## config.mk

```make
export PLATFORM = sky130hd
export DESIGN_NAME = mac_iter_unit
export DESIGN_NICKNAME = d
export VERILOG_FILES = /design/src/rtl/mac_pkg.sv /design/src/rtl/mac_latency.sv /design/src/rtl/mac_digit_step.sv /design/src/rtl/mac_flag_gen.sv /design/src/rtl/mac_iter_unit.sv
export SDC_FILE = /design/constraint.sdc
export NUM_CORES = 2
export LEC_CHECK = 0
export ABC_AREA = 1
export BUFFER_PORTS_ARGS = -buffer_cell sky130_fd_sc_hd__buf_4
export CORE_MARGIN = 1
export CORE_UTILIZATION = 50
export CTS_CLUSTER_DIAMETER = 50
export DETAILED_ROUTE_END_ITERATION = 8
export GPL_TIMING_DRIVEN = 1
export HOLD_SLACK_MARGIN = 0.1
export PLACE_DENSITY_LB_ADDON = 0.08
export SLEW_MARGIN = 20
export SYNTH_ARGS = -nofsm -noshare
export SYNTH_HDL_FRONTEND = slang
export SYNTH_SLANG_ARGS = --single-unit
```

## constraint.sdc

```tcl
create_clock -name clk -period 10.1 [get_ports clk]
set_input_delay 2.02 -clock clk [delete_from_list [all_inputs] [get_ports clk]]
set_output_delay 2.02 -clock clk [all_outputs]
set_load 0.05 [all_outputs]
```

## src/rtl/mac_pkg.sv

```systemverilog
package mac_pkg;

  typedef enum logic [2:0] {
    OP_MUL   = 3'd0,
    OP_MLA   = 3'd1,
    OP_UMULL = 3'd2,
    OP_SMULL = 3'd3,
    OP_UMLAL = 3'd4,
    OP_SMLAL = 3'd5,
    OP_NMUL  = 3'd6,
    OP_RSVD  = 3'd7
  } mac_op_e;

  function automatic logic op_is_long(mac_op_e op);
    return (op == OP_UMULL) || (op == OP_SMULL) ||
           (op == OP_UMLAL) || (op == OP_SMLAL);
  endfunction

  function automatic logic op_is_signed_long(mac_op_e op);
    return (op == OP_SMULL) || (op == OP_SMLAL);
  endfunction

  function automatic logic op_is_unsigned_long(mac_op_e op);
    return (op == OP_UMULL) || (op == OP_UMLAL);
  endfunction

  function automatic logic op_is_long_acc(mac_op_e op);
    return (op == OP_UMLAL) || (op == OP_SMLAL);
  endfunction

endpackage

```

## src/rtl/mac_latency.sv

```systemverilog
module mac_latency
  import mac_pkg::*;
#(
  parameter int DATA_W  = 32,
  parameter int DIGIT_W = 8,
  parameter int CNT_W   = 3
) (
  input  logic [DATA_W-1:0] mult_i,
  input  mac_op_e           op_i,
  output logic [CNT_W-1:0]  base_o,
  output logic [CNT_W-1:0]  extra_o,
  output logic              neg_top_o
);

  localparam int NDIG = DATA_W / DIGIT_W;

  // fit_zero[k]/fit_ones[k]: bits above the lowest k digits are all 0 / all 1
  logic [NDIG-1:1] fit_zero;
  logic [NDIG-1:1] fit_ones;

  genvar k;
  generate
    for (k = 1; k < NDIG; k++) begin : g_fit
      assign fit_zero[k] = ~|mult_i[DATA_W-1:k*DIGIT_W];
      assign fit_ones[k] =  &mult_i[DATA_W-1:k*DIGIT_W];
    end
  endgenerate

  // smallest digit count whose upper remainder is pure sign extension
  always_comb begin
    base_o    = CNT_W'(NDIG);
    neg_top_o = op_is_signed_long(op_i) & mult_i[DATA_W-1];
    for (int j = NDIG - 1; j >= 1; j--) begin
      if (fit_zero[j] || fit_ones[j]) begin
        base_o    = CNT_W'(j);
        neg_top_o = ~fit_zero[j];
      end
    end
  end

  always_comb begin
    case (op_i)
      OP_MLA, OP_UMULL, OP_SMULL: extra_o = CNT_W'(1);
      OP_UMLAL, OP_SMLAL:         extra_o = CNT_W'(2);
      default:                    extra_o = '0;
    endcase
  end

endmodule

```

## src/rtl/mac_digit_step.sv

```systemverilog
module mac_digit_step #(
  parameter int PROD_W  = 64,
  parameter int DIGIT_W = 8
) (
  input  logic [PROD_W-1:0]  acc_i,
  input  logic [PROD_W-1:0]  mcand_i,
  input  logic [DIGIT_W-1:0] digit_i,
  input  logic               neg_i,
  output logic [PROD_W-1:0]  sum_o
);

  // neg_i turns the digit into (digit - 2**DIGIT_W)
  logic [PROD_W-1:0] digit_ext;
  logic [PROD_W-1:0] partial;

  assign digit_ext = {{(PROD_W-DIGIT_W){neg_i}}, digit_i};
  assign partial   = $unsigned($signed(mcand_i) * $signed(digit_ext));
  assign sum_o     = acc_i + partial;

endmodule

```

## src/rtl/mac_flag_gen.sv

```systemverilog
module mac_flag_gen #(
  parameter int DATA_W = 32
) (
  input  logic [2*DATA_W-1:0] result_i,
  input  logic                long_i,
  output logic                n_o,
  output logic                z_o
);

  always_comb begin
    if (long_i) begin
      n_o = result_i[2*DATA_W-1];
      z_o = ~|result_i;
    end else begin
      n_o = result_i[DATA_W-1];
      z_o = ~|result_i[DATA_W-1:0];
    end
  end

endmodule

```

## src/rtl/mac_iter_unit.sv

```systemverilog
module mac_iter_unit
  import mac_pkg::*;
#(
  parameter int DATA_W  = 32,
  parameter int DIGIT_W = 8,
  parameter int IDX_W   = 4,
  parameter int PC_IDX  = 15
) (
  input  logic              clk,
  input  logic              rst_n,
  input  logic              start_i,
  input  logic [2:0]        op_i,
  input  logic              set_flags_i,
  input  logic [DATA_W-1:0] src_m_i,
  input  logic [DATA_W-1:0] src_s_i,
  input  logic [DATA_W-1:0] acc_lo_i,
  input  logic [DATA_W-1:0] acc_hi_i,
  input  logic [IDX_W-1:0]  dst_lo_i,
  input  logic [IDX_W-1:0]  dst_hi_i,
  output logic              busy_o,
  output logic              done_o,
  output logic [DATA_W-1:0] res_lo_o,
  output logic [DATA_W-1:0] res_hi_o,
  output logic [IDX_W-1:0]  wb_lo_idx_o,
  output logic [IDX_W-1:0]  wb_hi_idx_o,
  output logic              we_lo_o,
  output logic              we_hi_o,
  output logic              flag_we_o,
  output logic              flag_n_o,
  output logic              flag_z_o
);

  localparam int NDIG   = DATA_W / DIGIT_W;
  localparam int PROD_W = 2 * DATA_W;
  localparam int CNT_W  = $clog2(NDIG + 3);

  mac_op_e op_in;
  assign op_in = mac_op_e'(op_i);

  // ---------------- operand routing at the start ----------------
  logic [DATA_W-1:0] mplier_in;
  logic [DATA_W-1:0] mcand_in;
  logic              suppress_in;
  logic [CNT_W-1:0]  base_in;
  logic [CNT_W-1:0]  extra_in;
  logic              neg_top_in;
  logic [PROD_W-1:0] mcand_ext_in;
  logic [PROD_W-1:0] addend_in;

  always_comb begin
    if (op_in == OP_NMUL) begin
      mplier_in = src_m_i;
      mcand_in  = src_s_i;
    end else begin
      mplier_in = src_s_i;
      mcand_in  = src_m_i;
    end
    if (op_is_long(op_in))
      suppress_in = (dst_lo_i == IDX_W'(PC_IDX)) || (dst_hi_i == IDX_W'(PC_IDX));
    else
      suppress_in = (dst_lo_i == IDX_W'(PC_IDX));
    if (op_is_signed_long(op_in))
      mcand_ext_in = {{DATA_W{mcand_in[DATA_W-1]}}, mcand_in};
    else
      mcand_ext_in = {{DATA_W{1'b0}}, mcand_in};
    if (op_is_long_acc(op_in))
      addend_in = {acc_hi_i, acc_lo_i};
    else if (op_in == OP_MLA)
      addend_in = {{DATA_W{1'b0}}, acc_lo_i};
    else
      addend_in = '0;
  end

  mac_latency #(
    .DATA_W  (DATA_W),
    .DIGIT_W (DIGIT_W),
    .CNT_W   (CNT_W)
  ) i_latency (
    .mult_i    (mplier_in),
    .op_i      (op_in),
    .base_o    (base_in),
    .extra_o   (extra_in),
    .neg_top_o (neg_top_in)
  );

  // ---------------- state ----------------
  logic              busy_q,     busy_d;
  logic              done_q,     done_d;
  logic [CNT_W-1:0]  left_q,     left_d;
  logic [CNT_W-1:0]  dig_left_q, dig_left_d;
  logic              ext_idx_q,  ext_idx_d;
  logic              neg_q,      neg_d;
  logic              corr_q,     corr_d;
  mac_op_e           op_q,       op_d;
  logic              sf_q,       sf_d;
  logic              supp_q,     supp_d;
  logic [IDX_W-1:0]  dlo_q,      dlo_d;
  logic [IDX_W-1:0]  dhi_q,      dhi_d;
  logic [PROD_W-1:0] acc_q,      acc_d;
  logic [PROD_W-1:0] mcand_q,    mcand_d;
  logic [DATA_W-1:0] mult_q,     mult_d;
  logic [DATA_W-1:0] orig_q,     orig_d;
  logic [PROD_W-1:0] addend_q,   addend_d;

  logic              accept;
  logic              state_en;
  logic [PROD_W-1:0] step_sum;
  logic [PROD_W-1:0] corr_term;

  assign accept   = start_i & ~busy_q;
  assign state_en = accept | busy_q | done_q;

  mac_digit_step #(
    .PROD_W  (PROD_W),
    .DIGIT_W (DIGIT_W)
  ) i_step (
    .acc_i   (acc_q),
    .mcand_i (mcand_q),
    .digit_i (mult_q[DIGIT_W-1:0]),
    .neg_i   (neg_q & (dig_left_q == CNT_W'(1))),
    .sum_o   (step_sum)
  );

  assign corr_term = corr_q ? {orig_q, {DATA_W{1'b0}}} : '0;

  // ---------------- next state ----------------
  always_comb begin
    busy_d     = busy_q;
    done_d     = 1'b0;
    left_d     = left_q;
    dig_left_d = dig_left_q;
    ext_idx_d  = ext_idx_q;
    neg_d      = neg_q;
    corr_d     = corr_q;
    op_d       = op_q;
    sf_d       = sf_q;
    supp_d     = supp_q;
    dlo_d      = dlo_q;
    dhi_d      = dhi_q;
    acc_d      = acc_q;
    mcand_d    = mcand_q;
    mult_d     = mult_q;
    orig_d     = orig_q;
    addend_d   = addend_q;
    if (accept) begin
      op_d       = op_in;
      sf_d       = set_flags_i;
      supp_d     = suppress_in;
      dlo_d      = dst_lo_i;
      dhi_d      = dst_hi_i;
      acc_d      = '0;
      mcand_d    = mcand_ext_in;
      mult_d     = mplier_in;
      orig_d     = mcand_in;
      addend_d   = addend_in;
      neg_d      = neg_top_in;
      corr_d     = op_is_unsigned_long(op_in) & neg_top_in;
      dig_left_d = base_in;
      ext_idx_d  = 1'b0;
      if (suppress_in) begin
        busy_d = 1'b0;
        done_d = 1'b1;
        left_d = '0;
      end else begin
        busy_d = 1'b1;
        left_d = base_in + extra_in;
      end
    end else if (busy_q) begin
      left_d = left_q - CNT_W'(1);
      if (left_q == CNT_W'(1)) begin
        busy_d = 1'b0;
        done_d = 1'b1;
      end
      if (dig_left_q != '0) begin
        acc_d      = step_sum;
        mcand_d    = mcand_q << DIGIT_W;
        mult_d     = mult_q >> DIGIT_W;
        dig_left_d = dig_left_q - CNT_W'(1);
      end else begin
        ext_idx_d = 1'b1;
        if (!ext_idx_q && op_is_long(op_q))
          acc_d = acc_q + corr_term;
        else
          acc_d = acc_q + addend_q;
      end
    end
  end

  // ---------------- registers ----------------
  always_ff @(posedge clk or negedge rst_n) begin
    if (!rst_n) begin
      busy_q     <= 1'b0;
      done_q     <= 1'b0;
      left_q     <= '0;
      dig_left_q <= '0;
      ext_idx_q  <= 1'b0;
      neg_q      <= 1'b0;
      corr_q     <= 1'b0;
      op_q       <= OP_MUL;
      sf_q       <= 1'b0;
      supp_q     <= 1'b0;
      dlo_q      <= '0;
      dhi_q      <= '0;
      acc_q      <= '0;
      mcand_q    <= '0;
      mult_q     <= '0;
      orig_q     <= '0;
      addend_q   <= '0;
    end else if (state_en) begin
      busy_q     <= busy_d;
      done_q     <= done_d;
      left_q     <= left_d;
      dig_left_q <= dig_left_d;
      ext_idx_q  <= ext_idx_d;
      neg_q      <= neg_d;
      corr_q     <= corr_d;
      op_q       <= op_d;
      sf_q       <= sf_d;
      supp_q     <= supp_d;
      dlo_q      <= dlo_d;
      dhi_q      <= dhi_d;
      acc_q      <= acc_d;
      mcand_q    <= mcand_d;
      mult_q     <= mult_d;
      orig_q     <= orig_d;
      addend_q   <= addend_d;
    end
  end

  // ---------------- outputs ----------------
  mac_flag_gen #(
    .DATA_W (DATA_W)
  ) i_flags (
    .result_i (acc_q),
    .long_i   (op_is_long(op_q)),
    .n_o      (flag_n_o),
    .z_o      (flag_z_o)
  );

  assign busy_o      = busy_q;
  assign done_o      = done_q;
  assign res_lo_o    = acc_q[DATA_W-1:0];
  assign res_hi_o    = acc_q[PROD_W-1:DATA_W];
  assign wb_lo_idx_o = dlo_q;
  assign wb_hi_idx_o = dhi_q;
  assign we_lo_o     = done_q & ~supp_q;
  assign we_hi_o     = done_q & ~supp_q & op_is_long(op_q);
  assign flag_we_o   = done_q & ~supp_q & sf_q;

  // ---------------- assertions ----------------
  // the busy window always ends in a done pulse
  p_fall_done_r3: assert property (@(posedge clk) disable iff (!rst_n)
    $fell(busy_q) |-> done_q);

  // done lasts one cycle unless a new suppressed start lands on it
  p_done_pulse_r3: assert property (@(posedge clk) disable iff (!rst_n)
    done_q && !start_i |=> !done_q);

  // the remaining-cycle counter steps down by one while busy
  p_countdown_r3: assert property (@(posedge clk) disable iff (!rst_n)
    busy_q && (left_q > CNT_W'(1)) |=> busy_q && (left_q == $past(left_q) - CNT_W'(1)));

  // the digit steps always fit in the remaining busy cycles
  p_digits_fit_r2: assert property (@(posedge clk) disable iff (!rst_n)
    busy_q |-> left_q >= dig_left_q);

  // a suppressed start reports at once and writes nothing
  p_supp_quiet_r4: assert property (@(posedge clk) disable iff (!rst_n)
    accept && suppress_in |=> !busy_o && done_o && !we_lo_o && !we_hi_o && !flag_we_o);

  // a high-half write never comes without the low-half write
  p_hi_with_lo_r6: assert property (@(posedge clk) disable iff (!rst_n)
    we_hi_o |-> we_lo_o);

endmodule

```

==> impl_metrics.yaml <==
route:
  route.detailed.wl_per_inst_um: 22.9
  drc: 0
  num_vias: 40100
  firstDrtPassIters: 6
  viasPerCell: 5.42
  routed_wl_mm: 169
  antenna_left: 0
  drtIter0Drc: 4154
yosys:
  synth_edf_count: 0
  netlist_instances: 6196
  syn_area_um2: 40500
  synth_ff_type: "dfrtp_1"
  async_flop_share_pct: 100
  syn_area_per_cell_um2: 6.54
  syn-num-nets: 7014
  synth_area_leaders: "fa_1 23%, nand2_1 19%, dfrtp_1 17%"
  ys_seq_elements: 279
  ys_seq_area_share_pct: 17.2
  synth_warnings: 0
  synth_top_area_share_pct: 23.0
  synth_top_area_cell: "fa_1"
  synth_cell_types: 44
run:
  maxCapViolCount: 0
placed_design:
  place_congestion: 1.08
  io_buffers: 221
  hpwlAfterDp_mm: 139
clock_tree:
  cts_made_buffers: 48
  clk_path_buf_depth: 3
  cts_resized: 0
  cts_hold_buf: 0
  cts_tree: "done"
  cts-root-buf: "clkbuf_16"
  htree_levels: 2
  clk_latency_ps: 640
  path_clk_slew_ps: 60
  post_cts_buffers: 0
  clkSinkCount: 279
floorplanning:
  core_area_um2: 80400
  die-area_um2: 82200
  die_h_um: 287
  ioPinCount: 222
  num_rows: 104
  start_util_pct: 50.4
  fp.dieW_um: 287
grt:
  grt_pass1_vias: 38900
  antenna_found_initial: 10
  grt_max_degree: 114
  track_usage_pct: 41.1
  grt_overflow: 0
  grt_pass1_wl_mm: 246
sta:
  fmax_mhz: 141
  setup_viol: 0
  fin_tns_setup_ps: 0
  finalClockSkew_ps: 36.2
  hold_viol: 0
  rsz0062_at_grt: "false"
  worstMarginPinSlew_ps: 1150
  min_period_over_period_pct: 70.0
  drv_slew: 0
  slew-limit-headroom_pct: 22.6
  min_period_ps: 7070
worst_setup_path:
  cp_max_fo: 36
  worstPathArrival_ps: 7590
  reg2reg_to: "acc_q[34]"
  endpoint: "acc_q[34]"
  r2r_cells: 28
  crit_start: "dig_left_q[1]"
  cpMostUsedCell: "nand2_1"
  critPathMaxStageDelay_ps: 490
  crit_path_start_kind: "flip-flop"
  r2r-start: "dig_left_q[1]"
  crit_type: "flip-flop to flip-flop"
  endpoint_kind: "flip-flop"
  regToRegSetupSlack_ps: 3030
  cp.required_ps: 10630
  critPathSlowestCell: "fa_1"
cells_and_area:
  syn_to_final_growth_pct: 10.2
  finish.net_count: 7101
  drive_above_1_share_pct: 6.31
  n_fill_cell: 8178
status:
  status: "finished clean"
worst_hold_path:
  hold_path_class: "flip-flop to flip-flop"
flip-flops by register name (all words and copies together) (netlist names), 2 cells and up:
name         flops
acc_q           64
mcand_q         64
addend_q        64
orig_q          32
wb_lo_idx_o      4
wb_hi_idx_o      4
dig_left_q       3
op_q             2
mult_q          32
left_q           3
metal layers:
| layer | vias up | wire length [µm] | GRT usage (%) |
|---|---|---|---|
| li1 | 18500 | - | - |
| met1 | 19100 | 65300 | 52.5 |
| met2 | 1989 | 75600 | 64.7 |
| met3 | 447 | 15900 | 7.77 |
| met4 | 20 | 12000 | 24.8 |
| met5 | - | 121 | 0 |
cells in the mapped netlist, types with 5 or more instances:
library cell / instances
inv_1: 1542
o21bai_1: 19
o22ai_1: 12
buf_1: 68
buf_2: 12
dfrtp_1: 279
or2_2: 6
xor2_1: 11
a21boi_0: 6
nand2_1: 2004
nor3_1: 27
a22oi_1: 15
o211ai_1: 14
and3_1: 12
ha_1: 210
o21ai_2: 5
inv_2: 8
a21oi_1: 195
nor4_1: 27
clkbuf_1: 150
fa_1: 465
o21ai_1: 12
xnor2_1: 14
and2_1: 11
o21ai_0: 264
nand4_1: 50
nand3_1: 362
nor2_1: 357
metrics by stage:
step           cells  setup slack [ps]  hold slack (ps)  instance area [µm²]  util, %
3_5_place_dp    7293              3170              457                43000     53.5
4_1_cts         7383              3150              470                44600     55.5
3_3_place_gp    7293              3140              456                43000     53.5
6_report        7387              3030              467                44700     55.5
5_1_grt         7383              2710              504                44600     55.5
2_1_floorplan   6196              4770              435                40500        -
cell usage in the layout, fill, tap and decap left out, types with 195 or more instances in the layout:
master / netlist / layout
nand2_1: 2004 / 2003
inv_1: 1542 / 1542
fa_1: 465 / 465
nand3_1: 362 / 362
nor2_1: 357 / 352
dfrtp_1: 279 / 270
buf_4: 1 / 270
o21ai_0: 264 / 264
ha_1: 210 / 209
a21oi_1: 195 / 195
logic make-up after synthesis:
kind of cell | count (synthesis) | share of synthesized area (%)
flip-flops | 279 | 17.2
AO/OA/AOI/OAI | 562 | 7.52
buffers and inverters | 1784 | 16.7
adder cells (fa/ha/maj) | 675 | 29.5
AND/OR/NAND/NOR | 2871 | 28.6
XOR/XNOR | 25 | 0.540
cell type report:
class	instances	area, µm²	share of cell area (%)
multi-input cells	4133	26800	60.1
flip-flops and latches	279	6990	15.7
clock buffers	61	1290	2.89
inverters	1550	5820	13.0
repair buffers	271	2040	4.57
diodes	4	10.0	0.0224
clock inverters	29	354	0.793
well taps	1060	1330	2.97
critical path: cells and delay by family (launching register included):
kind | cells | cell delay (ps)
adder cells (fa/ha/maj) | 7 | 2850
AND/OR/NAND/NOR | 14 | 2430
buffers and inverters | 6 | 1130
flip-flops | 1 | 380
AO/OA/AOI/OAI | 1 | 160
worst min path at each step:
stage                               from              to  slack, ps  cells past startpoint
after global placement              sf_q            sf_q        460                      2
after floorplan                     sf_q            sf_q        430                      2
after global routing      wb_hi_idx_o[1]  wb_hi_idx_o[1]        500                      2
final                               sf_q            sf_q        470                      2
after CTS                           sf_q            sf_q        470                      2
after detailed placement            sf_q            sf_q        460                      2
Power is left out: the tool's default activity adds up to more than one toggle a clock period on the data nets, which glitch-free logic cannot reach.
